File: src/rtl/edo_pkg.sv
package edo_pkg;

    typedef enum logic [3:0] {
        S_IDLE,
        S_RSU,
        S_RAH,
        S_CSU,
        S_CAS,
        S_PAGE,
        S_PRE,
        S_REF_CAS,
        S_REF_RAS
    } edo_state_t;

    function automatic int imax(input int a, input int b);
        return (a > b) ? a : b;
    endfunction

endpackage

File: src/rtl/edo_step_cnt.sv
module edo_step_cnt #(
    parameter int W = 4
) (
    input  logic         clk,
    input  logic         rst_n,
    input  logic         clr,
    output logic [W-1:0] cnt
);
    always_ff @(posedge clk) begin
        if (!rst_n)               cnt <= '0;
        else if (clr)             cnt <= '0;
        else if (cnt != {W{1'b1}}) cnt <= cnt + 1'b1;
    end
endmodule

File: src/rtl/edo_refresh_timer.sv
module edo_refresh_timer #(
    parameter int REF_INT = 780
) (
    input  logic clk,
    input  logic rst_n,
    input  logic ref_done,
    output logic ref_pend
);
    localparam int TW = $clog2(REF_INT + 1);

    logic [TW-1:0] left;

    always_ff @(posedge clk) begin
        if (!rst_n) begin
            left     <= TW'(REF_INT - 1);
            ref_pend <= 1'b0;
        end else if (ref_done) begin
            left     <= TW'(REF_INT - 1);
            ref_pend <= 1'b0;
        end else if (left == '0) begin
            ref_pend <= 1'b1;
        end else begin
            left <= left - 1'b1;
        end
    end


    pend_hold_chk: assert property (@(posedge clk) disable iff (!rst_n)
        (ref_pend && !ref_done) |=> ref_pend);
endmodule

File: src/rtl/edo_dram_ctrl.sv
module edo_dram_ctrl
    import edo_pkg::*;
#(
    parameter int ROW_W     = 13,
    parameter int COL_W     = 9,
    parameter int T_ASR     = 1,
    parameter int T_RAH     = 1,
    parameter int T_ASC     = 1,
    parameter int T_CAS     = 2,
    parameter int RD_LAT    = 2,
    parameter int T_RP      = 3,
    parameter int T_CSR     = 1,
    parameter int T_RASR    = 4,
    parameter int T_RAS_MAX = 500,
    parameter int REF_INT   = 780
) (
    input  logic                   clk,
    input  logic                   rst_n,
    input  logic                   req_valid,
    output logic                   req_ready,
    input  logic                   req_write,
    input  logic [ROW_W+COL_W-1:0] req_addr,
    input  logic [15:0]            req_wdata,
    input  logic [1:0]             req_be,
    output logic                   rd_valid,
    output logic [15:0]            rd_data,
    output logic                   dram_ras_n,
    output logic                   dram_lcas_n,
    output logic                   dram_ucas_n,
    output logic                   dram_we_n,
    output logic                   dram_oe_n,
    output logic [imax(ROW_W, COL_W)-1:0] dram_addr,
    output logic [15:0]            dq_out,
    output logic                   dq_oe,
    input  logic [15:0]            dq_in
);
    localparam int AW   = ROW_W + COL_W;
    localparam int DA_W = imax(ROW_W, COL_W);
    localparam int TMAX = imax(imax(imax(T_ASR, T_RAH), imax(T_ASC, T_CAS)),
                               imax(imax(T_RP, T_CSR), T_RASR));
    localparam int CW   = $clog2(TMAX + 1);
    localparam int RW   = $clog2(T_RAS_MAX + 2);

    edo_state_t state, nstate;
    logic [CW-1:0]    cnt;
    logic [RW-1:0]    ras_cnt;
    logic [ROW_W-1:0] open_row;
    logic [COL_W-1:0] cmd_col;
    logic             cmd_wr;
    logic [1:0]       cmd_be;
    logic [15:0]      cmd_wdata;
    logic             ref_pend, ref_done, step_done, hit, page_ok, accept;
    int               lim;

    edo_step_cnt #(.W(CW)) u_step (
        .clk(clk), .rst_n(rst_n), .clr(nstate != state), .cnt(cnt)
    );

    edo_refresh_timer #(.REF_INT(REF_INT)) u_ref (
        .clk(clk), .rst_n(rst_n), .ref_done(ref_done), .ref_pend(ref_pend)
    );

    always_comb begin
        unique case (state)
            S_RSU:     lim = T_ASR;
            S_RAH:     lim = T_RAH;
            S_CSU:     lim = T_ASC;
            S_CAS:     lim = T_CAS;
            S_PRE:     lim = T_RP;
            S_REF_CAS: lim = T_CSR;
            S_REF_RAS: lim = T_RASR;
            default:   lim = 1;
        endcase
    end

    assign step_done = (int'(cnt) == lim - 1);
    assign hit       = (req_addr[AW-1:COL_W] == open_row);
    assign page_ok   = (int'(ras_cnt) + T_ASC + T_CAS + 2 <= T_RAS_MAX);
    assign req_ready = !ref_pend &&
                       ((state == S_IDLE) || (state == S_PAGE && hit && page_ok));
    assign accept    = req_valid && req_ready;
    assign ref_done  = (state == S_REF_RAS) && step_done;

    // next-state logic
    always_comb begin
        nstate = state;
        unique case (state)
            S_IDLE:    if (ref_pend) nstate = S_REF_CAS;
                       else if (req_valid) nstate = S_RSU;
            S_RSU:     if (step_done) nstate = S_RAH;
            S_RAH:     if (step_done) nstate = S_CSU;
            S_CSU:     if (step_done) nstate = S_CAS;
            S_CAS:     if (step_done) nstate = S_PAGE;
            S_PAGE:    if (ref_pend || !page_ok || (req_valid && !hit)) nstate = S_PRE;
                       else if (req_valid) nstate = S_CSU;
            S_PRE:     if (step_done) nstate = S_IDLE;
            S_REF_CAS: if (step_done) nstate = S_REF_RAS;
            S_REF_RAS: if (step_done) nstate = S_PRE;
        endcase
    end

    // state, command and read registers
    always_ff @(posedge clk) begin
        if (!rst_n) begin
            state     <= S_IDLE;
            ras_cnt   <= '0;
            open_row  <= '0;
            cmd_col   <= '0;
            cmd_wr    <= 1'b0;
            cmd_be    <= 2'b00;
            cmd_wdata <= '0;
            rd_valid  <= 1'b0;
            rd_data   <= '0;
        end else begin
            state   <= nstate;
            ras_cnt <= dram_ras_n ? '0 : ras_cnt + 1'b1;
            if (accept) begin
                cmd_wr    <= req_write;
                cmd_col   <= req_addr[COL_W-1:0];
                cmd_be    <= req_be;
                cmd_wdata <= req_wdata;
                if (state == S_IDLE) open_row <= req_addr[AW-1:COL_W];
            end
            rd_valid <= (state == S_CAS) && !cmd_wr && (int'(cnt) == RD_LAT - 1);
            if ((state == S_CAS) && !cmd_wr && (int'(cnt) == RD_LAT - 1))
                rd_data <= dq_in & {{8{cmd_be[1]}}, {8{cmd_be[0]}}};
        end
    end

    // DRAM pin outputs
    always_comb begin
        dram_ras_n  = 1'b1;
        dram_lcas_n = 1'b1;
        dram_ucas_n = 1'b1;
        dram_we_n   = 1'b1;
        dram_oe_n   = 1'b1;
        dram_addr   = '0;
        dq_out      = cmd_wdata;
        dq_oe       = 1'b0;
        unique case (state)
            S_IDLE, S_PRE: ;
            S_RSU: dram_addr = DA_W'(open_row);
            S_RAH: begin
                dram_ras_n = 1'b0;
                dram_addr  = DA_W'(open_row);
            end
            S_CSU: begin
                dram_ras_n = 1'b0;
                dram_addr  = DA_W'(cmd_col);
                dram_we_n  = !cmd_wr;
                dq_oe      = cmd_wr;
            end
            S_CAS: begin
                dram_ras_n  = 1'b0;
                dram_addr   = DA_W'(cmd_col);
                dram_lcas_n = !cmd_be[0];
                dram_ucas_n = !cmd_be[1];
                dram_we_n   = !cmd_wr;
                dram_oe_n   = cmd_wr;
                dq_oe       = cmd_wr;
            end
            S_PAGE: begin
                dram_ras_n = 1'b0;
                dram_addr  = DA_W'(cmd_col);
            end
            S_REF_CAS: begin
                dram_lcas_n = 1'b0;
                dram_ucas_n = 1'b0;
            end
            S_REF_RAS: begin
                dram_ras_n  = 1'b0;
                dram_lcas_n = 1'b0;
                dram_ucas_n = 1'b0;
            end
        endcase
    end

    // independent run counter of the row strobe pin
    logic [RW:0] chk_ras_run;
    always_ff @(posedge clk) begin
        if (!rst_n) chk_ras_run <= '0;
        else        chk_ras_run <= dram_ras_n ? '0 : chk_ras_run + 1'b1;
    end


    ras_max_chk: assert property (@(posedge clk) disable iff (!rst_n)
        !dram_ras_n |-> (int'(chk_ras_run) < T_RAS_MAX));


    bus_conflict_chk: assert property (@(posedge clk) disable iff (!rst_n)
        !(dq_oe && !dram_oe_n));


    ref_we_high_chk: assert property (@(posedge clk) disable iff (!rst_n)
        ($fell(dram_ras_n) && !dram_lcas_n && !dram_ucas_n) |-> (dram_we_n && !dq_oe));


    row_setup_chk: assert property (@(posedge clk) disable iff (!rst_n)
        ($fell(dram_ras_n) && dram_lcas_n && dram_ucas_n) |-> $stable(dram_addr));


    early_write_chk: assert property (@(posedge clk) disable iff (!rst_n)
        (($fell(dram_lcas_n) || $fell(dram_ucas_n)) && !dram_ras_n && !dram_we_n)
        |-> (($past(dram_we_n) == 1'b0) && dq_oe));


    rd_pulse_chk: assert property (@(posedge clk) disable iff (!rst_n)
        rd_valid |=> !rd_valid);
endmodule

File: config.mk
export PLATFORM = sky130hd
export DESIGN_NAME = edo_dram_ctrl
export DESIGN_NICKNAME = d
export VERILOG_FILES = /design/src/rtl/edo_pkg.sv /design/src/rtl/edo_step_cnt.sv /design/src/rtl/edo_refresh_timer.sv /design/src/rtl/edo_dram_ctrl.sv
export SDC_FILE = /design/constraint.sdc
export NUM_CORES = 1
export LEC_CHECK = 0
export ABC_CLOCK_PERIOD_IN_PS = 3700
export BUFFER_PORTS_ARGS = -buffer_cell sky130_fd_sc_hd__buf_2
export CORE_MARGIN = 2
export CORE_UTILIZATION = 53
export DETAILED_ROUTE_END_ITERATION = 10
export GPL_ROUTABILITY_DRIVEN = 0
export HOLD_SLACK_MARGIN = 0.05
export MAX_ROUTING_LAYER = met4
export PLACE_DENSITY_LB_ADDON = 0.05
export SKIP_LAST_GASP = 1
export SYNTH_ARGS = -nofsm -noshare
export SYNTH_HDL_FRONTEND = slang
export SYNTH_SLANG_ARGS = --single-unit
export TNS_END_PERCENT = 100
File: constraint.sdc
create_clock -name clk -period 3.7 [get_ports clk]
set_clock_uncertainty 0.15 [all_clocks]
set_input_delay 0.37 -clock clk [delete_from_list [all_inputs] [get_ports clk]]
set_output_delay 0.37 -clock clk [all_outputs]
set_load 0.02 [all_outputs]
==> out/results.tsv, run 1 <==
metric	value	unit
Crit. End Element	flop	
HP Class	input pin to flop	
Die ar.	8780	um2
Worst R2R Setup Slack	0.63	ns
Max clock buf depth	2	
min cycle time layout	3.07	ns
final setup fails	0	
Final Hold Fails	0	
ant diodes	0	
CTS tree	yes	
root buf cell	clkbuf_8	
drt drc	0	
total negative setup slack	0	ns
design area	5050	um2
Cell Pwr Density	596	nW/um2
initial antenna violation count	0	
Max-Cap Viols	0	
Avg Cell Area, Syn	8.63	um2
layout cell share with drive strength beyond 1	0.253	
Setup CP Type	flop to flop	
Reg clk slew, reported paths	0.10	ns
Total GRT Usage	0.228	
f_max	0.326	GHz
Distinct cells, synth	57	
vias in the first global route	3411	
initial DRC count	352	
Port Buffer Count	112	
largest net degree at the start of global routing	66	
post-synth top area cell	dfxtp_1	
register area share after synthesis	0.399	
Synth top area share	0.399	
via count	3759	
Async SR Flop Fraction	0	
peak supply drop	0.000303	V
first-pass GRT wire length	15700	um
drt first pass iters	5	
floorplan row count	32	
CTS-repair resized insts	0	
measured slew at the worst slew-check pin	0.792	ns
worst path required time	3.79	ns
Core Area	7770	um2
critical path data arrival time	3.16	ns
clock sink total	85	
H-tree levels	3	
total CTS buffers	9	
Ports	113	
Area Growth Syn to Fin	18.5	%
Vias/cell	5.35	
Pleak	2.32	nW
Chip Height	93.7	um
Post-synth EDFFs	0	
Seq cells post-synth	85	
Primary FF master, synth	dfxtp_1	
Post-Syn Instances	494	
dpl hpwl	7010	um
DR WL/cell	13.8	um
Clock Latency Late Sink	0.36	ns
Detail Route Antenna Nets	0	
nature of the critical path startpoint	flop	
status	finished, final reports clean	
most frequent cells in the layout	buf_2, nand2_1, dfxtp_1, nor2_1, mux2i_1	
initial core utilization	0.549	
Synth area leaders	dfxtp_1, nand2_1, mux2i_1, a22o_1, xnor2_1	
synth warn	0	
fill count	668	
total gr overflow	0	
Post-Layout Cell Count	703	
total placed instance area	4830	um2
RSZ-0062 raised after global routing	no	
mapped cell area	4260	um2
final max-slew violation count	0	
die width	93.7	um
# nets final	663	
Worst Path Max Fanout	15	
hold buffer count at CTS	0	
Cells after DPL	687	
most common library cell in the layout ignoring fill and taps	buf_2	
period utilization	0.830	
drt total wl	9710	um
relative slew slack	0.472	
syn_nets	561	
setup bufs post-CTS	0	
[cell usage after synthesis (all sizes together), types with 5 or more instances]
master / count
a22o: 25
clkbuf: 15
and2: 8
nor2: 38
a31oi: 5
inv: 11
buf: 15
nand3: 15
o21ai: 11
nor3: 11
xor2: 8
a21oi: 28
nand2: 103
ha: 7
mux2i: 29
xnor2: 24
nand2b: 7
dfxtp: 85
[logic make-up after synthesis]
family | Yosys count | share of synthesized area
AND/OR/NAND/NOR | 203 | 0.223
adder cells (fa/ha/maj) | 7 | 0.0205
multiplexers | 30 | 0.0707
flip-flops | 85 | 0.399
XOR/XNOR | 32 | 0.0657
buffers and inverters | 41 | 0.0549
AO/OA/AOI/OAI | 96 | 0.166
[sequential cells by signal (all words and copies together) (netlist names)]
signal / flops
cmd_be: 2
cmd_col: 9
cmd_wr: 1
dq_out: 16
open_row: 13
ras_cnt: 9
rd_data: 16
rd_valid: 1
state: 4
u_ref.left: 10
u_ref.ref_pend: 1
u_step.cnt: 3
[critical path, cell delays in order (launching register included)]
cell and delay [ns]:
dfxtp_1 0.49, nor2_2 0.20, and2_1 0.28, inv_1 0.13, ha_1 0.33, xnor2_1 0.15, or2_2 0.31, nor3_2 0.21
buf_4 0.22, a21boi_1 0.08, o311ai_2 0.30, nor3_1 0.11
[power breakdown]
group,internal [mW],switching [mW],total [mW]
registers,1.04,0.117,1.16
logic,0.450,0.661,1.11
clock network,0.390,0.353,0.742
total,1.88,1.13,3.01
[cell type report]
cell class	instances	area [um2]	area share
Clock buffer	9	124	0.0245
Clock inverter	7	104	0.0205
Inverter	11	41.3	0.00817
Multi-Input combinational cell	368	2330	0.461
Sequential cell	85	1700	0.337
Tap cell	102	128	0.0252
Timing Repair Buffer	121	628	0.124
[per-stage QoR]
step / util / total power, mW / setup WS [ns] / hold slack [ns]
3_5_place_dp: 0.621 / 2.28 / 0.671 / 0.301
5_1_grt: 0.651 / 3.20 / 0.368 / 0.0519
2_1_floorplan: - / 2.03 / 0.923 / 0.288
6_report: 0.651 / 3.01 / 0.629 / 0.0635
3_3_place_gp: 0.621 / 2.27 / 0.789 / 0.291
4_1_cts: 0.651 / 3.03 / 0.656 / 0.0557
[layer usage]
metal / routed length, um / track usage / share of wire / vias to the layer above
li1: - / - / - / 1906
met1: 4470 / 0.296 / 0.46 / 1690
met2: 4390 / 0.358 / 0.45 / 150
met3: 742 / 0.0554 / 0.076 / 13
met4: 118 / 0.0604 / 0.012 / 0
met5: 0 / - / 0 / -
[worst paths after layout]
| check | from | to | cells after the start |
|---|---|---|---|
| worst max-delay path | state[1] | u_step.cnt[2] | 11 |
| worst min-delay path | dq_in[15] | rd_data[15] | 2 |
| worst max register to register | state[1] | u_step.cnt[2] | 11 |
| worst min register to register | dq_out[5] | dq_out[5] | 2 |
Note: power is estimated with default switching activity, not from simulation.
==> inputs of run 2 (changes only) <==
--- a/config.mk
+++ b/config.mk
@@ -5,10 +5,11 @@
 export SDC_FILE = /design/constraint.sdc
 export NUM_CORES = 1
 export LEC_CHECK = 0
-export ABC_CLOCK_PERIOD_IN_PS = 3700
+export ABC_AREA = 1
+export ABC_CLOCK_PERIOD_IN_PS = 2620
 export BUFFER_PORTS_ARGS = -buffer_cell sky130_fd_sc_hd__buf_2
 export CORE_MARGIN = 2
-export CORE_UTILIZATION = 53
+export CORE_UTILIZATION = 47
 export DETAILED_ROUTE_END_ITERATION = 10
 export GPL_ROUTABILITY_DRIVEN = 0
 export HOLD_SLACK_MARGIN = 0.05
==> constraint.sdc (replaced) <==
create_clock -name clk -period 2.62 [get_ports clk]
set_clock_uncertainty 0.15 [all_clocks]
set_input_delay 0.262 -clock clk [delete_from_list [all_inputs] [get_ports clk]]
set_output_delay 0.262 -clock clk [all_outputs]
set_load 0.02 [all_outputs]
==> out/results.tsv, run 2 <==
metric	value	unit
via count	4565	
clock group share of total power	0.220	
most frequent cells in the layout	nand2_1, buf_2, dfxtp_1, inv_1, nand3_1	
Critical R2R Launch	state[3]	
Setup CP Type	flop to output port	
# nets final	857	
peak supply drop	0.000374	V
setup bufs post-CTS	0	
Total GRT Usage	0.259	
Pleak	2.75	nW
period utilization	0.945	
clock sink total	85	
Cell Pwr Density	727	nW/um2
Switch Pwr	1.70	mW
H-tree levels	3	
root buf cell	clkbuf_8	
initial DRC count	220	
Synth top area share	0.411	
Distinct cells, synth	29	
Post-synth top cells	nand2_1, dfxtp_1, inv_1	
Detail Route Antenna Nets	0	
min cycle time layout	2.48	ns
RSZ-0062 raised after global routing	yes	
Die ar.	9570	um2
f_max	0.404	GHz
status	finished, final reports clean	
Max clock buf depth	2	
HP Class	input pin to flop	
layout cell share with drive strength beyond 1	0.209	
crit-path cells	buf_4 > inv_1 > nor3_4 > nor2_1 > inv_1 > nor2_1 > buf_4 > o21ai_1 > buf_2	
post-synth top area cell	dfxtp_1	
worst path required time	2.21	ns
sw frac	0.414	
DR WL/cell	13.2	um
mapped cell area	4140	um2
Synth area leaders	dfxtp_1, nand2_1, nand3_1, inv_1, a21oi_1	
sequential share of power	0.389	
first-pass GRT wire length	19900	um
measured slew at the worst slew-check pin	0.668	ns
final setup fails	0	
Max-Cap Viols	0	
vias in the first global route	4338	
Post-Syn Instances	617	
ant diodes	0	
initial core utilization	0.479	
drt total wl	11900	um
synth warn	0	
total CTS buffers	9	
final core utilization	0.653	
initial antenna violation count	0	
register area share after synthesis	0.411	
nature of the critical path startpoint	flop	
Primary FF master, synth	dfxtp_1	
Hold WS	0.0608	ns
CP max stage delay	0.35	ns
Port Buffer Count	112	
Seq cells post-synth	85	
syn_nets	684	
relative slew slack	0.554	
Area Growth Syn to Fin	36.3	%
Core Area	8640	um2
largest net degree at the start of global routing	39	
drt drc	0	
Async SR Flop Fraction	0	
logic gate share of total power	0.391	
slowest stage cell, crit path	dfxtp_1	
Clock Latency Late Sink	0.37	ns
Hold Crit Start	req_addr[1]	
most common library cell in the layout ignoring fill and taps	nand2_1	
Chip Height	97.8	um
drt first pass iters	5	
Tot Pwr	4.10	mW
Final Hold Fails	0	
Post-synth EDFFs	0	
final max-slew violation count	0	
dpl hpwl	8080	um
total gr overflow	0	
Ports	113	
critical path data arrival time	2.06	ns
Int Pwr	2.40	mW
Avg Cell Area, Syn	6.70	um2
Reg clk slew, reported paths	0.09	ns
count leader, synth	nand2_1	
Worst Path Max Fanout	9	
die width	97.8	um
crit path launch	state[1]	
CTS tree	yes	
floorplan row count	34	
Vias/cell	5.06	
Crit. End Element	output port	
-- run 2: cell count changes in the layout (fill, tap and decap cells not counted), moves of 7 or more --
cell | before | now
o21ai_0 | 9 | 21
nand2_1 | 103 | 174
nand3_1 | 15 | 69
dlygate4sd3_1 | 0 | 56
nand4_1 | 3 | 10
nor2_1 | 36 | 52
inv_1 | 11 | 73
a21oi_1 | 28 | 51
and2_1 | 7 | 0
xnor2_1 | 24 | 3
mux2i_1 | 29 | 0
a22o_1 | 25 | 0
-- run 2: final cells by class --
| class | instances | area, um2 |
|---|---|---|
| inverter | 79 | 297 |
| sequential | 85 | 1700 |
| clock inverter | 6 | 57.6 |
| multi-input combinational | 432 | 2080 |
| clock buffer | 10 | 128 |
| timing repair buffer | 183 | 1240 |
| fill | 796 | 3000 |
| tap | 108 | 135 |
-- run 2: cell families after synthesis --
kind of cell             count (synthesis)  synth area share
AND/OR/NAND/NOR                        326             0.337
buffers and inverters                  100            0.0947
adder cells (fa/ha/maj)                  7            0.0212
XOR/XNOR                                10            0.0212
AO/OA/AOI/OAI                           89             0.115
flip-flops                              85             0.411
-- run 2: critical path: cells and delay by family (launching register included) --
| family | cells | cell delay (ns) |
|---|---|---|
| AOI/OAI and AO/OA | 1 | 0.18 |
| DFF | 1 | 0.35 |
| and+or+nand+nor | 3 | 0.41 |
| buffers and inverters | 5 | 0.75 |
-- run 2: per-layer routing --
metal  track usage  wire [um]  vias up
li1              -          -     2326
met1         0.311       5150     2062
met2         0.431       5920      147
met3        0.0530        544       30
met4        0.0940        267        0
met5             -          0        -
-- run 2: timing repair --
action,CTS,global route
pin swaps,0,1
hold endpoints to repair,55,1
hold buffers,55,1
endpoints found under the setup margin,4,17
resized for setup,1,11
-- run 2: through the flow --
step                TNS, ns  instance area (um2)  worst slack [ns]  std cells
global route        -0.0829                 5640           -0.0480        903
global placement          0                 4850             0.244        831
detailed placement        0                 4850             0.140        831
floorplan                 0                 4140             0.298        617
CTS                       0                 5590            0.0379        902
finish                    0                 5640             0.144        903
-- run 2: final timing paths --
check / endpoint / slack (ns) / depth (start not counted)
worst min register to register: cmd_col[8] / 0.31 / 2
worst min-delay path: cmd_col[1] / 0.06 / 3
worst max register to register: u_step.cnt[2] / 0.24 / 17
worst max-delay path: dram_addr[6] / 0.14 / 9
-- run 2: power groups by stage --
| stage | sequential (mW) | combinational, mW | clock [mW] |
|---|---|---|---|
| 5_1_grt | 1.62 | 1.79 | 0.985 |
| 6_report | 1.59 | 1.60 | 0.901 |
| 3_5_place_dp | 1.62 | 1.47 | 0 |
| 3_3_place_gp | 1.61 | 1.46 | 0 |
| 4_1_cts | 1.59 | 1.55 | 0.929 |
| 2_1_floorplan | 1.66 | 0.967 | 0 |
==> inputs of run 3 (changes only) <==
--- a/config.mk
+++ b/config.mk
@@ -5,11 +5,11 @@
 export SDC_FILE = /design/constraint.sdc
 export NUM_CORES = 1
 export LEC_CHECK = 0
-export ABC_AREA = 1
 export ABC_CLOCK_PERIOD_IN_PS = 2620
 export BUFFER_PORTS_ARGS = -buffer_cell sky130_fd_sc_hd__buf_2
 export CORE_MARGIN = 2
-export CORE_UTILIZATION = 47
+export CORE_UTILIZATION = 48
+export CTS_CLUSTER_DIAMETER = 60
 export DETAILED_ROUTE_END_ITERATION = 10
 export GPL_ROUTABILITY_DRIVEN = 0
 export HOLD_SLACK_MARGIN = 0.05
==> out/results.tsv, run 3 (synthesis gave the netlist of run 1 again) <==
metric	value	unit
status	finished, final reports clean	
Worst Path Max Fanout	5	
Core Area	8680	um2
# nets final	730	
Top delay family on crit path	simple AND/OR/NAND/NOR gates	
total negative setup slack	0	ns
Crit. End Element	flop	
Reg clk slew, reported paths	0.10	ns
most common library cell in the layout ignoring fill and taps	buf_2	
design area	5770	um2
slowest stage cell, crit path	dfxtp_1	
drt first pass iters	4	
Hold Path Sink	state[0]	
period utilization	0.978	
nature of the critical path startpoint	flop	
min cycle time layout	2.56	ns
ant diodes	0	
drt total wl	11000	um
Ports	113	
total gr overflow	0	
H-tree levels	3	
Final Hold Fails	0	
root buf cell	clkbuf_8	
relative slew slack	0.555	
CTS tree	yes	
drt drc	0	
f_max	0.390	GHz
total CTS buffers	9	
Post-Layout Cell Count	776	
Cell Pwr Density	775	nW/um2
die width	98.3	um
worst path required time	2.71	ns
first-pass GRT wire length	18500	um
most frequent cells in the layout	buf_2, nand2_1, dfxtp_1, dlygate4sd3_1, nor2_1	
via count	4066	
final setup fails	0	
initial antenna violation count	0	
final max-slew violation count	0	
Total GRT Usage	0.238	
CP max stage delay	0.34	ns
layout cell share with drive strength beyond 1	0.253	
dpl hpwl	7310	um
total placed instance area	4930	um2
Die ar.	9650	um2
post-place setup slack	0.0765	ns
DR WL/cell	14.2	um
HP Class	input pin to flop	
worst reg-to-reg path cell count	10	
crit-path cells	and2b_1 > and2_2 > inv_4 > ha_4 > xnor2_1 > or2_4 > nor3_4 > o21ai_1 > a221oi_1 > o22ai_1	
Max clock buf depth	2	
RSZ-0062 raised after global routing	yes	
Tot Pwr	4.47	mW
Detail Route Antenna Nets	0	
Worst R2R Setup Slack	0.06	ns
critical path data arrival time	2.66	ns
Port Buffer Count	112	
Setup WS post-layout	0.0581	ns
Cells after DPL	700	
worst hold stages	3	
Hold Crit Start	req_valid	
initial core utilization	0.491	
CP bufs+invs	1	
vias in the first global route	3992	
largest net degree at the start of global routing	66	
floorplan row count	34	
Clock Latency Late Sink	0.36	ns
Critical R2R Launch	state[2]	
peak supply drop	0.000426	V
Vias/cell	5.24	
r2r endpoint	state[2]	
initial DRC count	177	
Setup CP Type	flop to flop	
measured slew at the worst slew-check pin	0.666	ns
Area Growth Syn to Fin	35.4	%
clock sink total	85	
Max-Cap Viols	0	
Chip Height	98.3	um
Pleak	2.63	nW
==> run 3: cell count changes in the layout (fill, tap and decap cells not counted), sizes merged, moves of 11 or more <==
cell and delta:
nand3 -55, a21oi -25, nand2 -72, nor2 -18, o21ai -11, xnor2 +21
mux2i +29, a22o +25, inv -71
==> run 3: timing repair <==
action,in CTS,in global routing
resized for setup,2,5
setup buffers,0,3
hold endpoints to repair,57,0
hold buffers,57,0
pin swaps,0,3
setup endpoints to repair,1,12
==> run 3: worst max path at each step <==
stage / depth (start not counted) / from / end
finish: 10 / state[2] / state[2]
global route: 9 / req_addr[21] / req_ready
CTS: 9 / req_addr[16] / req_ready
detailed placement: 11 / state[2] / u_step.cnt[2]
global placement: 11 / state[2] / u_step.cnt[2]
floorplan: 13 / state[2] / state[0]
==> run 3: area by class of cell <==
cell class | instances | area [um2]
tap | 108 | 135
fill | 743 | 2900
multi-input combinational | 368 | 2370
sequential | 85 | 1700
clock buffer | 9 | 124
inverter | 11 | 43.8
clock inverter | 7 | 105
timing repair buffer | 188 | 1290
==> run 3: stage by stage <==
step / utilization / hold WS [ns]
6_report: 0.665 / 0.169
5_1_grt: 0.665 / 0.207
4_1_cts: 0.660 / 0.153
3_5_place_dp: 0.568 / 0.300
3_3_place_gp: 0.568 / 0.291
2_1_floorplan: - / 0.237
==> run 3: power breakdown <==
group / total (mW) / switching (mW) / internal [mW] / leakage [nW]
Sequential: 1.61 / 0.133 / 1.47 / 0.693
Clock: 1.08 / 0.524 / 0.552 / 0.112
Combinational: 1.79 / 1.02 / 0.769 / 1.82
==> run 3: worst register-to-register path, cell delays in order, from the launching register on <==
cell and delay, ns:
dfxtp_1 0.34, and2b_1 0.19, and2_2 0.24, inv_4 0.09, ha_4 0.19, xnor2_1 0.13, or2_4 0.26, nor3_4 0.23
o21ai_1 0.16, a221oi_1 0.33, o22ai_1 0.14
==> run 3: layer usage <==
layer,track usage,vias up,share of wire
li1,-,2048,-
met3,0.0358,19,0.057
met2,0.395,127,0.48
met5,-,-,0
met1,0.292,1872,0.44
met4,0.0959,0,0.020
